**src/rtl/erw_pkg.sv**
```systemverilog
package erw_pkg;

   typedef enum logic [1:0] {
      CAUSE_NONE    = 2'd0,
      CAUSE_TIMEOUT = 2'd1,
      CAUSE_WORDS   = 2'd2,
      CAUSE_SYNC    = 2'd3
   } cause_e;

   typedef enum logic {
      ST_IDLE    = 1'b0,
      ST_COLLECT = 1'b1
   } state_e;

endpackage

```
**src/rtl/erw_gather.sv**
```systemverilog
// Per-module capture of done flags, sync tags and word counts.
module erw_gather #(
   parameter int NUM_MOD = 8,
   parameter int TAG_W   = 8,
   parameter int CNT_W   = 4
) (
   input  logic                     clk,
   input  logic                     rst_n,
   input  logic                     clear,
   input  logic                     active,
   input  logic [NUM_MOD-1:0]       mask,
   input  logic [NUM_MOD-1:0]       mod_done,
   input  logic [NUM_MOD-1:0]       word_vld,
   input  logic [NUM_MOD*TAG_W-1:0] mod_tag,
   output logic [NUM_MOD-1:0]       done_nxt,
   output logic [NUM_MOD*TAG_W-1:0] tag_nxt,
   output logic [NUM_MOD*CNT_W-1:0] cnt_nxt
);

   localparam logic [CNT_W-1:0] CNT_MAX = {CNT_W{1'b1}};

   for (genvar i = 0; i < NUM_MOD; i++) begin : g_mod
      logic             done_q;
      logic [TAG_W-1:0] tag_q;
      logic [CNT_W-1:0] cnt_q;
      logic             take;

      assign take = active & mask[i];
      assign done_nxt[i] = done_q | (take & mod_done[i]);
      assign tag_nxt[i*TAG_W +: TAG_W] = done_q ? tag_q : mod_tag[i*TAG_W +: TAG_W];
      assign cnt_nxt[i*CNT_W +: CNT_W] =
         (take && word_vld[i] && cnt_q != CNT_MAX) ? cnt_q + 1'b1 : cnt_q;

      always_ff @(posedge clk) begin
         if (!rst_n || clear) begin
            done_q <= 1'b0;
            tag_q  <= '0;
            cnt_q  <= '0;
         end else if (active) begin
            done_q <= done_nxt[i];
            tag_q  <= tag_nxt[i*TAG_W +: TAG_W];
            cnt_q  <= cnt_nxt[i*CNT_W +: CNT_W];
         end
      end
   end

endmodule

```
**src/rtl/erw_timer.sv**
```systemverilog
// Window timer: expires on the LIMIT-th running cycle.
module erw_timer #(
   parameter int LIMIT = 30000
) (
   input  logic clk,
   input  logic rst_n,
   input  logic clear,
   input  logic run,
   output logic expired
);

   localparam int TW = $clog2(LIMIT + 1);

   logic [TW-1:0] cnt_q;

   assign expired = run && (cnt_q == TW'(LIMIT - 1));

   always_ff @(posedge clk) begin
      if (!rst_n || clear)
         cnt_q <= '0;
      else if (run && !expired)
         cnt_q <= cnt_q + 1'b1;
   end

endmodule

```
**src/rtl/erw_judge.sv**
```systemverilog
// Combinational completion test and consistency checks.
module erw_judge
   import erw_pkg::*;
#(
   parameter int NUM_MOD    = 8,
   parameter int TAG_W      = 8,
   parameter int CNT_W      = 4,
   parameter int SINGLE_IDX = 0,
   parameter bit SYNC_CHECK = 1'b1,
   parameter int IDX_W      = 3
) (
   input  logic [NUM_MOD-1:0]       mask,
   input  logic [NUM_MOD-1:0]       done_nxt,
   input  logic [NUM_MOD*TAG_W-1:0] tag_nxt,
   input  logic [NUM_MOD*CNT_W-1:0] cnt_nxt,
   output logic                     all_done,
   output logic                     fail,
   output cause_e                   fail_cause,
   output logic [IDX_W-1:0]         fail_mod,
   output logic [IDX_W-1:0]         miss_mod
);

   logic             word_bad;
   logic             sync_bad;
   logic [IDX_W-1:0] sync_mod;

   assign all_done = &(done_nxt | ~mask);
   assign word_bad = mask[SINGLE_IDX] &&
                     (cnt_nxt[SINGLE_IDX*CNT_W +: CNT_W] != CNT_W'(1));

   always_comb begin
      miss_mod = '0;
      for (int i = NUM_MOD - 1; i >= 0; i--) begin
         if (mask[i] && !done_nxt[i]) miss_mod = IDX_W'(i);
      end
   end

   if (SYNC_CHECK) begin : g_sync
      logic [TAG_W-1:0] ref_tag;
      always_comb begin
         ref_tag  = '0;
         sync_bad = 1'b0;
         sync_mod = '0;
         for (int i = NUM_MOD - 1; i >= 0; i--) begin
            if (mask[i]) ref_tag = tag_nxt[i*TAG_W +: TAG_W];
         end
         for (int i = NUM_MOD - 1; i >= 0; i--) begin
            if (mask[i] && tag_nxt[i*TAG_W +: TAG_W] != ref_tag) begin
               sync_bad = 1'b1;
               sync_mod = IDX_W'(i);
            end
         end
      end
   end else begin : g_nosync
      assign sync_bad = 1'b0;
      assign sync_mod = '0;
   end

   always_comb begin
      fail       = word_bad | sync_bad;
      fail_cause = CAUSE_NONE;
      fail_mod   = '0;
      if (word_bad) begin
         fail_cause = CAUSE_WORDS;
         fail_mod   = IDX_W'(SINGLE_IDX);
      end else if (sync_bad) begin
         fail_cause = CAUSE_SYNC;
         fail_mod   = sync_mod;
      end
   end

endmodule

```
**src/rtl/evt_ready_wd.sv**
```systemverilog
module evt_ready_wd
   import erw_pkg::*;
#(
   parameter int NUM_MOD     = 8,
   parameter int TAG_W       = 8,
   parameter int CNT_W       = 4,
   parameter int CLK_MHZ     = 50,
   parameter int TIMEOUT_US  = 600,
   parameter int TIMEOUT_CYC = CLK_MHZ * TIMEOUT_US,
   parameter int SINGLE_IDX  = 0,
   parameter bit SYNC_CHECK  = 1'b1,
   localparam int IDX_W      = (NUM_MOD > 1) ? $clog2(NUM_MOD) : 1
) (
   input  logic                     clk,
   input  logic                     rst_n,
   input  logic                     start_load,
   input  logic [NUM_MOD-1:0]       en_mask,
   input  logic [NUM_MOD-1:0]       mod_done,
   input  logic [NUM_MOD-1:0]       word_vld,
   input  logic [NUM_MOD*TAG_W-1:0] mod_tag,
   output logic                     proc_start,
   output logic                     err_line,
   output logic [1:0]               err_cause,
   output logic [IDX_W-1:0]         err_mod,
   output logic                     busy
);

   initial begin
      assert (NUM_MOD >= 1) else $error("NUM_MOD must be at least 1");
      assert (TAG_W >= 1) else $error("TAG_W must be at least 1");
      assert (CNT_W >= 2) else $error("CNT_W must be at least 2");
      assert (TIMEOUT_CYC >= 2) else $error("TIMEOUT_CYC must be at least 2");
      assert (SINGLE_IDX >= 0 && SINGLE_IDX < NUM_MOD)
         else $error("SINGLE_IDX out of range");
   end

   state_e                   state_q;
   cause_e                   cause_q;
   logic [NUM_MOD-1:0]       mask_q;
   logic                     active;
   logic                     expired;
   logic [NUM_MOD-1:0]       done_nxt;
   logic [NUM_MOD*TAG_W-1:0] tag_nxt;
   logic [NUM_MOD*CNT_W-1:0] cnt_nxt;
   logic                     all_done;
   logic                     fail;
   cause_e                   fail_cause;
   logic [IDX_W-1:0]         fail_mod;
   logic [IDX_W-1:0]         miss_mod;

   assign active = (state_q == ST_COLLECT) && !start_load;

   erw_gather #(
      .NUM_MOD (NUM_MOD),
      .TAG_W   (TAG_W),
      .CNT_W   (CNT_W)
   ) u_gather (
      .clk      (clk),
      .rst_n    (rst_n),
      .clear    (start_load),
      .active   (active),
      .mask     (mask_q),
      .mod_done (mod_done),
      .word_vld (word_vld),
      .mod_tag  (mod_tag),
      .done_nxt (done_nxt),
      .tag_nxt  (tag_nxt),
      .cnt_nxt  (cnt_nxt)
   );

   erw_timer #(
      .LIMIT (TIMEOUT_CYC)
   ) u_timer (
      .clk     (clk),
      .rst_n   (rst_n),
      .clear   (start_load),
      .run     (active),
      .expired (expired)
   );

   erw_judge #(
      .NUM_MOD    (NUM_MOD),
      .TAG_W      (TAG_W),
      .CNT_W      (CNT_W),
      .SINGLE_IDX (SINGLE_IDX),
      .SYNC_CHECK (SYNC_CHECK),
      .IDX_W      (IDX_W)
   ) u_judge (
      .mask       (mask_q),
      .done_nxt   (done_nxt),
      .tag_nxt    (tag_nxt),
      .cnt_nxt    (cnt_nxt),
      .all_done   (all_done),
      .fail       (fail),
      .fail_cause (fail_cause),
      .fail_mod   (fail_mod),
      .miss_mod   (miss_mod)
   );

   always_ff @(posedge clk) begin
      if (!rst_n) begin
         state_q    <= ST_IDLE;
         cause_q    <= CAUSE_NONE;
         err_line   <= 1'b0;
         err_mod    <= '0;
         mask_q     <= '0;
         proc_start <= 1'b0;
      end else begin
         proc_start <= 1'b0;
         if (start_load) begin
            state_q  <= ST_COLLECT;
            cause_q  <= CAUSE_NONE;
            err_line <= 1'b0;
            err_mod  <= '0;
            mask_q   <= en_mask;
         end else if (active) begin
            if (all_done) begin
               state_q <= ST_IDLE;
               if (fail) begin
                  err_line <= 1'b1;
                  cause_q  <= fail_cause;
                  err_mod  <= fail_mod;
               end else begin
                  proc_start <= 1'b1;
               end
            end else if (expired) begin
               state_q  <= ST_IDLE;
               err_line <= 1'b1;
               cause_q  <= CAUSE_TIMEOUT;
               err_mod  <= miss_mod;
            end
         end
      end
   end

   assign err_cause = cause_q;
   assign busy      = (state_q == ST_COLLECT);

endmodule

```
**config.mk**
```make
export PLATFORM = sky130hd
export DESIGN_NAME = evt_ready_wd
export DESIGN_NICKNAME = d
export VERILOG_FILES = /design/src/rtl/erw_pkg.sv /design/src/rtl/erw_gather.sv /design/src/rtl/erw_timer.sv /design/src/rtl/erw_judge.sv /design/src/rtl/evt_ready_wd.sv
export SDC_FILE = /design/constraint.sdc
export NUM_CORES = 1
export LEC_CHECK = 0
export BUFFER_PORTS_ARGS = -buffer_cell sky130_fd_sc_hd__buf_4
export CORE_MARGIN = 8
export CORE_UTILIZATION = 59
export DETAILED_ROUTE_END_ITERATION = 16
export PLACE_DENSITY = 0.88
export SYNTH_ARGS = -nofsm -noshare
export SYNTH_HDL_FRONTEND = slang
export SYNTH_HIERARCHICAL = 1
export SYNTH_SLANG_ARGS = --single-unit
```
**constraint.sdc**
```tcl
create_clock -name clk -period 4.3 [get_ports clk]
set_input_delay 0.43 -clock clk [delete_from_list [all_inputs] [get_ports clk]]
set_output_delay 0.43 -clock clk [all_outputs]
set_load 0.1 [all_outputs]
```
# After elaboration in Yosys (flattened, before gate mapping)

Index checks and enable logic that the tools add are counted.

Shift operators: 0
$add $sub $neg: 2
Divide/modulo/power cells: 0
Muxes and demuxes: 59
Equal/unequal tests: 12
Reductions and logical operators: 42
Bitwise operators: 30
Magnitude comparators: 0
$mul: 0

Operators by type and width:

| operator                                                                | number |
|---|---|
| 8-bit 2-to-1 mux                                                        | 16 |
| 8-bit inequality test                                                   | 8 |
| 3-bit 2-to-1 mux                                                        | 21 |
| 1-bit logical AND                                                       | 22 |
| 1-bit AND                                                               | 16 |
| 1-bit 2-to-1 mux                                                        | 16 |
| 15-bit by 1-bit adder with 15-bit output, second input constant         | 1 |
| 15-bit equality test, second input constant                             | 1 |
| 1-bit zero test                                                         | 11 |
| 2-bit 2-to-1 mux                                                        | 5 |
| 1-bit OR                                                                | 9 |
| 8-bit NOT                                                               | 1 |
| 8-bit OR                                                                | 1 |
| 8-bit AND reduction                                                     | 1 |
| 4-bit by 1-bit adder with 4-bit output, second input constant           | 1 |
| 4-bit 2-to-1 mux                                                        | 1 |
| 4-bit by 1-bit inequality test with 1-bit output, second input constant | 1 |
| 4-bit inequality test, second input constant                            | 1 |
| 2-bit nonzero test                                                      | 2 |
| 4-bit OR reduction                                                      | 1 |
| 1-bit NOT                                                               | 3 |
| 3-bit AND reduction                                                     | 1 |
| 3-bit nonzero test                                                      | 1 |
| 2-bit by 1-bit inequality test with 1-bit output, second input constant | 1 |
| 3 further kinds                                                         | 3 |

ROM bits: 0
Memory bits (writable): 0
Bits of input ports: 91
Bits in latches: 0
Output and inout port bits: 8
Memories: 0
Word-level logic and storage cells: 169
Register bits: 107

# Depth between registers and ports, before layout

Gate-level depths: netlist of run 1.

Depth in word-level cells: 23
Depth in mapped cells: 16

# Hierarchy

Netlist of run 1, hierarchy kept.

Modules (own cells, without submodules):

| module       | cells an instance | sequential area each (um^2) | times used | area an instance (um^2) |
|---|---|---|---|---|
| erw_gather   | 519               | 2082.0                      | 1          | 5062.4 |
| erw_judge    | 407               | 0.0                         | 1          | 2731.4 |
| erw_timer    | 86                | 300.3                       | 1          | 762.0 |
| evt_ready_wd | 61                | 320.3                       | 1          | 664.4 |

# Least setup slack after synthesis of run 1

No wires, ideal clock.

Path type: register to register
Start point: reg u_gather.g_mod[2].done_q
End point: reg cause_q[0] (netlist: err_cause[0])
Path buffers: 3
Cell stages (with the launch flop): 16
Data required time: 4.183 ns
Data arrival time: 3.719 ns
Setup time: 0.117 ns
Path slack: 0.464 ns
Cell sequence: dfxtp_1 buf_2 mux2_2 clkbuf_1 a211oi_1 a221oi_1 a31oi_4 xnor2_1 or4_4 o31a_1 nor4_2 nand4b_1 mux2_4 and2_4 buf_6 o211a_1

Elaborated cells between the ends (all ways): 39

RTL lines:

| item                                                                  | RTL line            | source |
|---|---|---|
| start: declaration                                                    | erw_gather.sv:23    | `logic done_q;` |
| start signal: assignment                                              | erw_gather.sv:40    | `done_q <= done_nxt[i];` |
| 8-bit 2-to-1 mux (*)                                                  | erw_gather.sv:30    | `assign tag_nxt[i*TAG_W +: TAG_W] = done_q ? tag_q : mod_tag[i*TAG_W +: TAG_W];` |
| via tag_nxt[19]                                                       | evt_ready_wd.sv:43  | `logic [NUM_MOD*TAG_W-1:0] tag_nxt;` |
| 8-bit 2-to-1 mux (3 in series)                                        | erw_judge.sv:45     | `if (mask[i]) ref_tag = tag_nxt[i*TAG_W +: TAG_W];` |
| 8-bit inequality test                                                 | erw_judge.sv:48     | `if (mask[i] && tag_nxt[i*TAG_W +: TAG_W] != ref_tag) begin` |
| 1-bit logical AND                                                     | erw_judge.sv:48     |  |
| 1-bit 2-to-1 mux (7 in series)                                        | erw_judge.sv:48     |  |
| 1-bit 2-to-1 mux (*)                                                  | erw_judge.sv:48     |  |
| 1-bit OR (*)                                                          | erw_judge.sv:60     | `fail = word_bad \| sync_bad;` |
| via fail                                                              | evt_ready_wd.sv:46  | `logic fail;` |
| 2-bit by 1-bit inequality test with 1-bit output (no source line) (*) | -                   |  |
| 3-bit AND reduction (no source line) (*)                              | -                   |  |
| end signal: assignment                                                | evt_ready_wd.sv:121 | `cause_q <= fail_cause;` |
| end: declaration                                                      | evt_ready_wd.sv:38  | `cause_e cause_q;` |

Mark *: on every way through the listed nets, which the timed path passes. The rest lies on a longest branch. The select of a mux whose other input is x is not followed.
A chain may end at the register's enable or synchronous reset.

# Worst setup path in the final report of run 1

Start point: reg u_gather.g_mod[6].done_q
End point: reg err_mod[2]

Elaborated cells between the ends (all ways): 61

RTL lines:

| item                                                                  | RTL line            | source |
|---|---|---|
| start: declaration                                                    | erw_gather.sv:23    |  |
| start signal: assignment                                              | erw_gather.sv:40    |  |
| 8-bit 2-to-1 mux (*)                                                  | erw_gather.sv:30    |  |
| via tag_nxt[49]                                                       | evt_ready_wd.sv:43  |  |
| 8-bit 2-to-1 mux (7 in series)                                        | erw_judge.sv:45     |  |
| 8-bit inequality test                                                 | erw_judge.sv:48     |  |
| 1-bit logical AND                                                     | erw_judge.sv:48     |  |
| 1-bit 2-to-1 mux (7 in series)                                        | erw_judge.sv:48     |  |
| 1-bit 2-to-1 mux (*)                                                  | erw_judge.sv:48     |  |
| 1-bit OR (*)                                                          | erw_judge.sv:60     |  |
| via fail                                                              | evt_ready_wd.sv:46  |  |
| 2-bit by 1-bit inequality test with 1-bit output (no source line) (*) | -                   |  |
| 3-bit AND reduction (no source line) (*)                              | -                   |  |
| end signal: assignment                                                | evt_ready_wd.sv:122 | `err_mod <= fail_mod;` |
| end signal: assignment                                                | evt_ready_wd.sv:130 | `err_mod <= miss_mod;` |
| end: declaration                                                      | evt_ready_wd.sv:24  | `output logic [IDX_W-1:0] err_mod,` |

Marks and branches as above.

==> results of run 1 <==
## registers in the layout (all words and copies together) (netlist names)
name / count
err_mod: 3
err_line: 1
err_cause: 2
busy: 1
u_gather/g_mod.done_q: 8
u_timer/cnt_q: 15
mask_q: 8
u_gather/g_mod.tag_q: 64
proc_start: 1
u_gather/g_mod.cnt_q: 4
## placed cells by master, fill, tap and decap left out, drive strengths merged, types with 15 or more instances in the layout
cell and instances:
nand2b 16, mux2 66, xor2 15, inv 32
dfxtp 107, mux2i 81, nand2 43, nand3 23
o21ai 20, nor2b 35, a21oi 26, xnor2 25
buf 131, nor2 100
## cell type report
type	count	area (um^2)	share of cell area
clock inverter	7	83.83	0.009393
timing repair buffer	131	1008	0.1130
clock buffer	9	225.2	0.02523
sequential	107	2142	0.2400
inverter	31	116.4	0.01304
multi-input combinational	691	5134	0.5752
tap	172	215.2	0.02411
## worst register-to-register path, stage by stage (launching register included)
cell and delay (ps):
dfxtp_1 570, mux2_2 430, a221o_1 490, a31oi_4 410
buf_4 200, xor2_1 170, o2111ai_1 190, o31a_1 370
nor4_2 360, nand4b_1 190, mux2_4 300, and2_4 180
o211a_1 200
## power by group through the flow
stage | sequential, mW | clock [mW] | combinational (mW)
floorplan | 1.05 | 0 | 0.493
global route | 1.03 | 0.922 | 0.797
detailed placement | 1.05 | 0 | 0.724
global placement | 1.05 | 0 | 0.714
finish | 1.03 | 0.871 | 0.755
CTS | 1.03 | 0.881 | 0.730
## how the worst min path moves through the flow
stage,to,slack (ps),start
after floorplan,u_timer/cnt_q[1],450,u_timer/cnt_q[1]
after global placement,err_line,450,err_line
after detailed placement,err_line,470,err_line
after CTS,mask_q[1],320,en_mask[1]
after global routing,mask_q[5],330,en_mask[5]
final,mask_q[1],330,en_mask[1]
## through the flow
stage               instance area (um^2)  setup slack [ps]  hold WS (ps)  total power, mW
finish                              8925             137.4         326.5            2.654
global route                        8925             46.30         330.4            2.750
CTS                                 8919             142.8         322.6            2.639
detailed placement                  8610             147.6         474.2            1.775
global placement                    8610             282.5         454.2            1.764
floorplan                           7702             463.8         447.0            1.544
## layer usage
metal,vias up,wire (um)
li1,3449,-
met1,3549,9777
met2,391,10730
met3,68,2331
met4,0,752
met5,-,0
==> results.json, run 1 <==
{
  "cts-root-buf": "clkbuf_16",
  "overflow": 0,
  "syn_avg_cell_area_um2": 8.645,
  "drive_above_1_share": 0.2602,
  "path_depth": 12,
  "finalSetupTns_ps": 0,
  "nets": 1064,
  "fin_crit_sh": 0.9680,
  "die_h_um": 130.3,
  "path_class": "register to register",
  "wl_per_cell_um": 20.55,
  "ant_nets": 0,
  "clock-skew-final_ps": 6.335,
  "p_int_mw": 1.801,
  "pin_count": 99,
  "holdPathStages": 3,
  "syn_inst": 891,
  "vias_per_cell": 6.496,
  "timing.final.crit_period_ps": 4163,
  "antenna_found_initial": 0,
  "wl_um": 23590,
  "hold_path_class": "primary input to register",
  "htree_levels": 3,
  "hpwl_um": 17840,
  "cts_sinks": 107,
  "cts_setup_buffers": 0,
  "max_slew_margin": 0.4426,
  "cp-start-kind": "register",
  "grt_use_met2": 0.4452,
  "area_delta_synth_final_pct": 15.87,
  "post_cts_resized": 0,
  "fillers": 1012,
  "reg2reg_from": "u_gather/g_mod[6].done_q",
  "crit_slowest_cell": "dfxtp_1",
  "status": "finished clean",
  "critPathTopFamily": "compound AO/OA/AOI/OAI gates",
  "die_w_um": 130.3,
  "synth_area_mm2": 0.007702,
  "dieArea_mm2": 0.01697,
  "vias": 7457,
  "p_clk_frac": 0.328,
  "cts_tree": "done",
  "ctsHoldBuffers": 0,
  "cp_cell_sequence": "mux2_2 > a221o_1 > a31oi_4 > buf_4 > xor2_1 > o2111ai_1 > o31a_1 > nor4_2 > nand4b_1 > mux2_4 > and2_4 > o211a_1",
  "syn_nets": 984,
  "clk_pin_slew_ps": 70,
  "r2r_setup_slack_ps": 140,
  "cp.required_ps": 4560,
  "startpoint": "u_gather/g_mod[6].done_q",
  "cap_viol_max_count": 0,
  "start_util": 0.6079,
  "p_leak_nw": 3.450,
  "cpPeakStageDelay_ps": 570,
  "fin_cells": 1148,
  "busiest_layer": "met2",
  "p_seq_frac": 0.387,
  "clock_latency_ps": 360,
  "place_inst": 1132,
  "finalWeightedCongestion": 1.056,
  "first_global_vias": 7268,
  "clock_path_buffers": 2,
  "met1_usage": 0.3478,
  "drt_iter0_markers": 852,
  "reg2reg_to": "err_mod[2]",
  "swShare": 0.3213,
  "core-area_mm2": 0.01267,
  "path_max_fanout": 9,
  "remaining_drc_errors": 0,
  "reg2reg_depth": 12,
  "slew_viol_final": 0,
  "worst_pin_slew_ps": 834.4,
  "combPwrFrac": 0.284,
  "peakVddDrop_mv": 0.2668,
  "worst-path-buf-inv": 1,
  "p_per_area_mw_per_mm2": 297.3,
  "post-route-util": 0.7044,
  "synth_warnings": 6,
  "use_met3": 0.07344,
  "grt_max_degree": 43,
  "endpoint": "err_mod[2]",
  "grtUsageTotal": 0.2769,
  "end_kind": "register",
  "rows": 41,
  "cts_buffers": 9,
  "crit_arrival_ps": 4420,
  "grt_setup_unrepaired": "false",
  "port_buffers": 91,
  "switchingPower_uw": 852.5,
  "grt_pass1_wl_um": 37340,
  "finalHoldViolations": 0,
  "fmax_ghz": 0.2402,
  "insertedDiodeCount": 0,
  "dr.pass1.iters": 6,
  "setup_viol": 0
}
Note: power is estimated with default switching activity, not from simulation.
==> run 2, diff against run 1 <==
--- a/config.mk
+++ b/config.mk
@@ -7,9 +7,11 @@
 export LEC_CHECK = 0
 export BUFFER_PORTS_ARGS = -buffer_cell sky130_fd_sc_hd__buf_4
 export CORE_MARGIN = 8
-export CORE_UTILIZATION = 59
+export CORE_UTILIZATION = 45
 export DETAILED_ROUTE_END_ITERATION = 16
-export PLACE_DENSITY = 0.88
+export HOLD_SLACK_MARGIN = 0.06
+export PLACE_DENSITY = 0.72
+export RECOVER_POWER = 100
 export SYNTH_ARGS = -nofsm -noshare
 export SYNTH_HDL_FRONTEND = slang
 export SYNTH_HIERARCHICAL = 1
==> results.json, run 2 (same netlist as run 1, synthesis figures left out) <==
{
  "drive_above_1_share": 0.2480,
  "vias": 7242,
  "fmax_ghz": 0.2427,
  "cts_setup_buffers": 0,
  "setup_viol": 0,
  "cts-root-buf": "clkbuf_16",
  "peakVddDrop_mv": 0.2035,
  "ant_nets": 0,
  "busiest_layer": "met2",
  "vias_per_cell": 5.990,
  "clock_latency_ps": 370,
  "worst_pin_slew_ps": 2025,
  "drt_iter0_markers": 580,
  "critPathTopFamily": "compound AO/OA/AOI/OAI gates",
  "remaining_drc_errors": 0,
  "place_inst": 1193,
  "largest_reg_flops": 64,
  "finalSetupTns_ps": 0,
  "first_global_vias": 7030,
  "dieArea_mm2": 0.02156,
  "core-area_mm2": 0.01700,
  "cap_viol_max_count": 2,
  "cts_sinks": 107,
  "end_kind": "register",
  "use_met3": 0.03753,
  "p_seq_frac": 0.388,
  "post_cts_resized": 0,
  "insertedDiodeCount": 0,
  "overflow": 0,
  "fin_crit_sh": 0.9583,
  "rows": 48,
  "violations": "capacitance limit, slew limit",
  "p_leak_nw": 3.388,
  "place_ws_ps": 233.3,
  "reg_top3": "u_gather/g_mod.tag_q (64), u_timer/cnt_q (15)",
  "hpwl_um": 18850,
  "grtUsageTotal": 0.2208,
  "start_util": 0.4532,
  "status": "finished, violations left",
  "area_delta_synth_final_pct": 16.13,
  "crit_arrival_ps": 4380,
  "reg2reg_to": "err_mod[0]",
  "htree_levels": 3,
  "reg2reg_depth": 12,
  "wl_per_cell_um": 20.36,
  "antenna_found_initial": 0,
  "port_buffers": 91,
  "clk_pin_slew_ps": 80,
  "holdPathEnd": "mask_q[5]",
  "cts_buffers": 9,
  "die_w_um": 146.8,
  "swShare": 0.3338,
  "switchingPower_uw": 885.3,
  "dr.pass1.iters": 5,
  "met1_usage": 0.2936,
  "clock_path_buffers": 2,
  "pin_count": 99,
  "hold_path_class": "primary input to register",
  "cpPeakStageDelay_ps": 580,
  "p_per_area_mw_per_mm2": 296.5,
  "grt_pass1_wl_um": 38330,
  "slew_viol_final": 64,
  "grt_setup_unrepaired": "false",
  "largest-register": "u_gather/g_mod.tag_q",
  "ctsHoldBuffers": 0,
  "finalHoldViolations": 0,
  "setup_ws_ps": 179.1,
  "crit_slowest_cell": "dfxtp_1",
  "min_from": "en_mask[5]",
  "path_max_fanout": 9,
  "reg2reg_from": "u_gather/g_mod[7].done_q",
  "combPwrFrac": 0.287,
  "worst-path-buf-inv": 1,
  "path_depth": 12,
  "clock-skew-final_ps": 11.62,
  "power_mw": 2.652,
  "r2r_setup_slack_ps": 180,
  "wl_um": 24610,
  "grt_use_met2": 0.3454,
  "cp_cell_sequence": "mux2_2 > a221o_1 > a31oi_4 > buf_4 > xor2_1 > o2111ai_1 > o31a_1 > nor4_2 > nand4b_1 > mux2_4 > and2_4 > o211a_1",
  "timing.final.crit_period_ps": 4121,
  "final_common_cell": "buf_4",
  "cp-start-kind": "register",
  "nets": 1072,
  "cp.required_ps": 4560,
  "holdPathStages": 3,
  "finalWeightedCongestion": 0.9872,
  "die_h_um": 146.8,
  "cts_tree": "done",
  "path_class": "register to register",
  "p_int_mw": 1.767,
  "grt_max_degree": 60,
  "max_slew_margin": -0.3501,
  "p_clk_frac": 0.325,
  "fin_cells": 1209,
  "final_cell_mix": "buf_4 (123), dfxtp_1 (106), nor2_1 (100)"
}
-- run 2: changes by cell type in the layout (fill, tap and decap cells not counted), sizes merged --
cell / change
inv: +2
bufinv: -1
clkinv: -2
clkbuf: +16
buf: -7
-- run 2: layout make-up --
class                           count  area (um^2)
Clock buffer                       10        239.0
Clock inverter                      6        65.06
Fill cell                        1651         8051
Inverter                           31        116.4
Multi-Input combinational cell    691         5100
Sequential cell                   107         2143
Tap cell                          225        281.5
Timing Repair Buffer              139        999.7
-- run 2: worst register-to-register path, stage by stage (launching register included) --
cell       delay (ps)
dfxtp_1           580
mux2_2            420
a221o_1           430
a31oi_4           440
buf_4             210
xor2_1            160
o2111ai_1         160
o31a_1            380
nor4_2            340
nand4b_1          200
mux2_4            320
and2_4            190
o211a_1           200
-- run 2: how the worst max path moves through the flow --
stage                     slack, ps                      from            to
after floorplan                 460  u_gather/g_mod[2].done_q  err_cause[0]
after global placement          260  u_gather/g_mod[6].done_q    err_mod[1]
after detailed placement        230  u_gather/g_mod[2].done_q    err_mod[1]
after CTS                       240  u_gather/g_mod[2].done_q    err_mod[1]
after global routing             10  u_gather/g_mod[2].done_q  err_cause[0]
final                           180  u_gather/g_mod[7].done_q    err_mod[0]
-- run 2: routing by layer --
metal  vias up  wire, um
met5         -         0
met4         0       684
met3        46      1500
met2       278     11080
met1      3443     11350
li1       3475         -
-- run 2: through the flow --
stage / util / instance area [um^2] / hold WS, ps
5_1_grt: 0.5263 / 8945 / 319.7
3_3_place_gp: 0.5133 / 8723 / 455.8
3_5_place_dp: 0.5133 / 8723 / 458.6
4_1_cts: 0.5311 / 9027 / 307.7
2_1_floorplan: - / 7702 / 447.0
6_report: 0.5263 / 8945 / 315.9
-- run 2: power groups by stage --
stage | sequential [mW] | combinational [mW] | clock (mW)
CTS | 1.03 | 0.742 | 0.878
finish | 1.03 | 0.760 | 0.863
global placement | 1.05 | 0.735 | 0
floorplan | 1.05 | 0.493 | 0
global route | 1.03 | 0.809 | 0.907
detailed placement | 1.05 | 0.736 | 0
==> run 3, diff against run 2 <==
==> constraint.sdc (replaced) <==
create_clock -name clk -period 3.9 [get_ports clk]
set_input_delay 0.39 -clock clk [delete_from_list [all_inputs] [get_ports clk]]
set_output_delay 0.39 -clock clk [all_outputs]
set_load 0.1 [all_outputs]
==> results.json, run 3 (same netlist as run 1, synthesis figures left out) <==
{
  "status": "finished clean",
  "vias": 7659,
  "holdPathStages": 3,
  "cp.required_ps": 4170,
  "clock_path_buffers": 2,
  "antenna_found_initial": 0,
  "insertedDiodeCount": 0,
  "final_cell_mix": "buf_4 (212), nor2_1 (100), dfxtp_1 (99)",
  "cap_viol_max_count": 0,
  "reg2reg_depth": 12,
  "wl_um": 26160,
  "drt_iter0_markers": 634,
  "p_int_mw": 2.034,
  "grt_pass1_wl_um": 40710,
  "timing.final.crit_period_ps": 3833,
  "switchingPower_mw": 1.026,
  "max_slew_margin": 0.009458,
  "p_leak_nw": 3.900,
  "dieArea_mm2": 0.02156,
  "die_h_um": 146.8,
  "remaining_drc_errors": 0,
  "start_util": 0.4532,
  "wl_per_cell_um": 20.15,
  "htree_levels": 3,
  "die_w_um": 146.8,
  "grt_max_degree": 57,
  "path_max_fanout": 9,
  "reg_top3": "u_gather/g_mod.tag_q (64), u_timer/cnt_q (15)",
  "nets": 1161,
  "postPlaceCellArea_mm2": 0.009397,
  "finalWeightedCongestion": 1.035,
  "fmax_ghz": 0.2609,
  "cp-start-kind": "register",
  "dr.pass1.iters": 5,
  "hpwl_um": 20540,
  "area_delta_synth_final_pct": 27.45,
  "p_seq_frac": 0.369,
  "setup_ws_ps": 66.60,
  "overflow": 0,
  "cts-root-buf": "clkbuf_16",
  "swShare": 0.3353,
  "setup_viol": 0,
  "grtUsageTotal": 0.2359,
  "cts_tree": "done",
  "cts_buffers": 9,
  "worst_pin_slew_ps": 1486,
  "ctsHoldBuffers": 0,
  "power_mw": 3.059,
  "p_clk_frac": 0.312,
  "hold_path_class": "primary input to register",
  "p_per_area_mw_per_mm2": 311.6,
  "clock-skew-final_ps": 9.579,
  "place_ws_ps": -49.04,
  "final_common_cell": "buf_4",
  "fin_crit_sh": 0.9829,
  "vias_per_cell": 5.901,
  "clk_pin_slew_ps": 80,
  "cts_sinks": 107,
  "port_buffers": 91,
  "core-area_mm2": 0.01700,
  "ant_nets": 0,
  "largest_reg_flops": 64,
  "combPwrFrac": 0.318,
  "largest-register": "u_gather/g_mod.tag_q",
  "end_kind": "register",
  "slew_viol_final": 0,
  "path_class": "register to register",
  "fillers": 1533,
  "hold_ws_ps": 275.8,
  "drive_above_1_share": 0.3355,
  "rows": 48,
  "fin_area_mm2": 0.009817,
  "first_global_vias": 7565,
  "finalHoldViolations": 0,
  "pin_count": 99,
  "clock_latency_ps": 370,
  "peakVddDrop_mv": 0.2205,
  "crit_arrival_ps": 4100
}
-- run 3: worst max-delay path, cell delays in order (launching register included) --
cell and delay, ps:
dfxtp_1 330, buf_6 140, mux2_2 370, a221o_1 420
a31oi_4 250, xnor2_1 110, or4_4 540, o31a_1 350
nor4_4 330, nand4b_1 200, mux2_4 300, and2_4 180
o211a_1 210
-- run 3: metal layers --
layer / track usage / vias to the layer above / routed length [um]
met5: 0 / - / 0
met4: 0.1005 / 0 / 777
met3: 0.04060 / 51 / 1888
met2: 0.3760 / 303 / 11790
met1: 0.3080 / 3666 / 11700
li1: - / 3639 / -
-- run 3: final timing paths --
path | from | to | slack, ps
max | u_gather/g_mod[7].done_q | err_mod[2] | 70
min reg2reg | err_cause[1] | err_cause[1] | 470
min | en_mask[5] | mask_q[5] | 280
max reg2reg | u_gather/g_mod[7].done_q | err_mod[2] | 70
-- run 3: timing repair --
item | 4_1_cts | 5_1_grt
pin swaps | 0 | 12
endpoints found under the setup margin | 5 | 6
gates resized for setup | 2 | 28
buffers inserted | 0 | 6
-- run 3: power groups by stage --
stage / combinational (mW) / sequential, mW / clock [mW]
final: 0.973 / 1.13 / 0.956
after global routing: 1.03 / 1.13 / 1.02
after CTS: 0.922 / 1.13 / 0.980
after detailed placement: 0.916 / 1.16 / 0
after global placement: 0.912 / 1.15 / 0
after floorplan: 0.544 / 1.16 / 0
-- run 3: layout make-up --
class / instances / area, um^2 / share of cell area
Multi-Input combinational cell: 691 / 5205 / 0.5302
Sequential cell: 107 / 2155 / 0.2195
Timing Repair Buffer: 228 / 1742 / 0.1774
Tap cell: 225 / 281.5 / 0.02868
Clock buffer: 9 / 225.2 / 0.02294
Inverter: 31 / 120.1 / 0.01224
Clock inverter: 7 / 88.84 / 0.009049
-- run 3: through the flow --
step           TNS, ps  utilization  std cells
2_1_floorplan        0            -        891
3_3_place_gp         0       0.5529       1276
3_5_place_dp    -150.0       0.5529       1276
4_1_cts              0       0.5715       1292
5_1_grt         -8.529       0.5776       1298
6_report             0       0.5776       1298
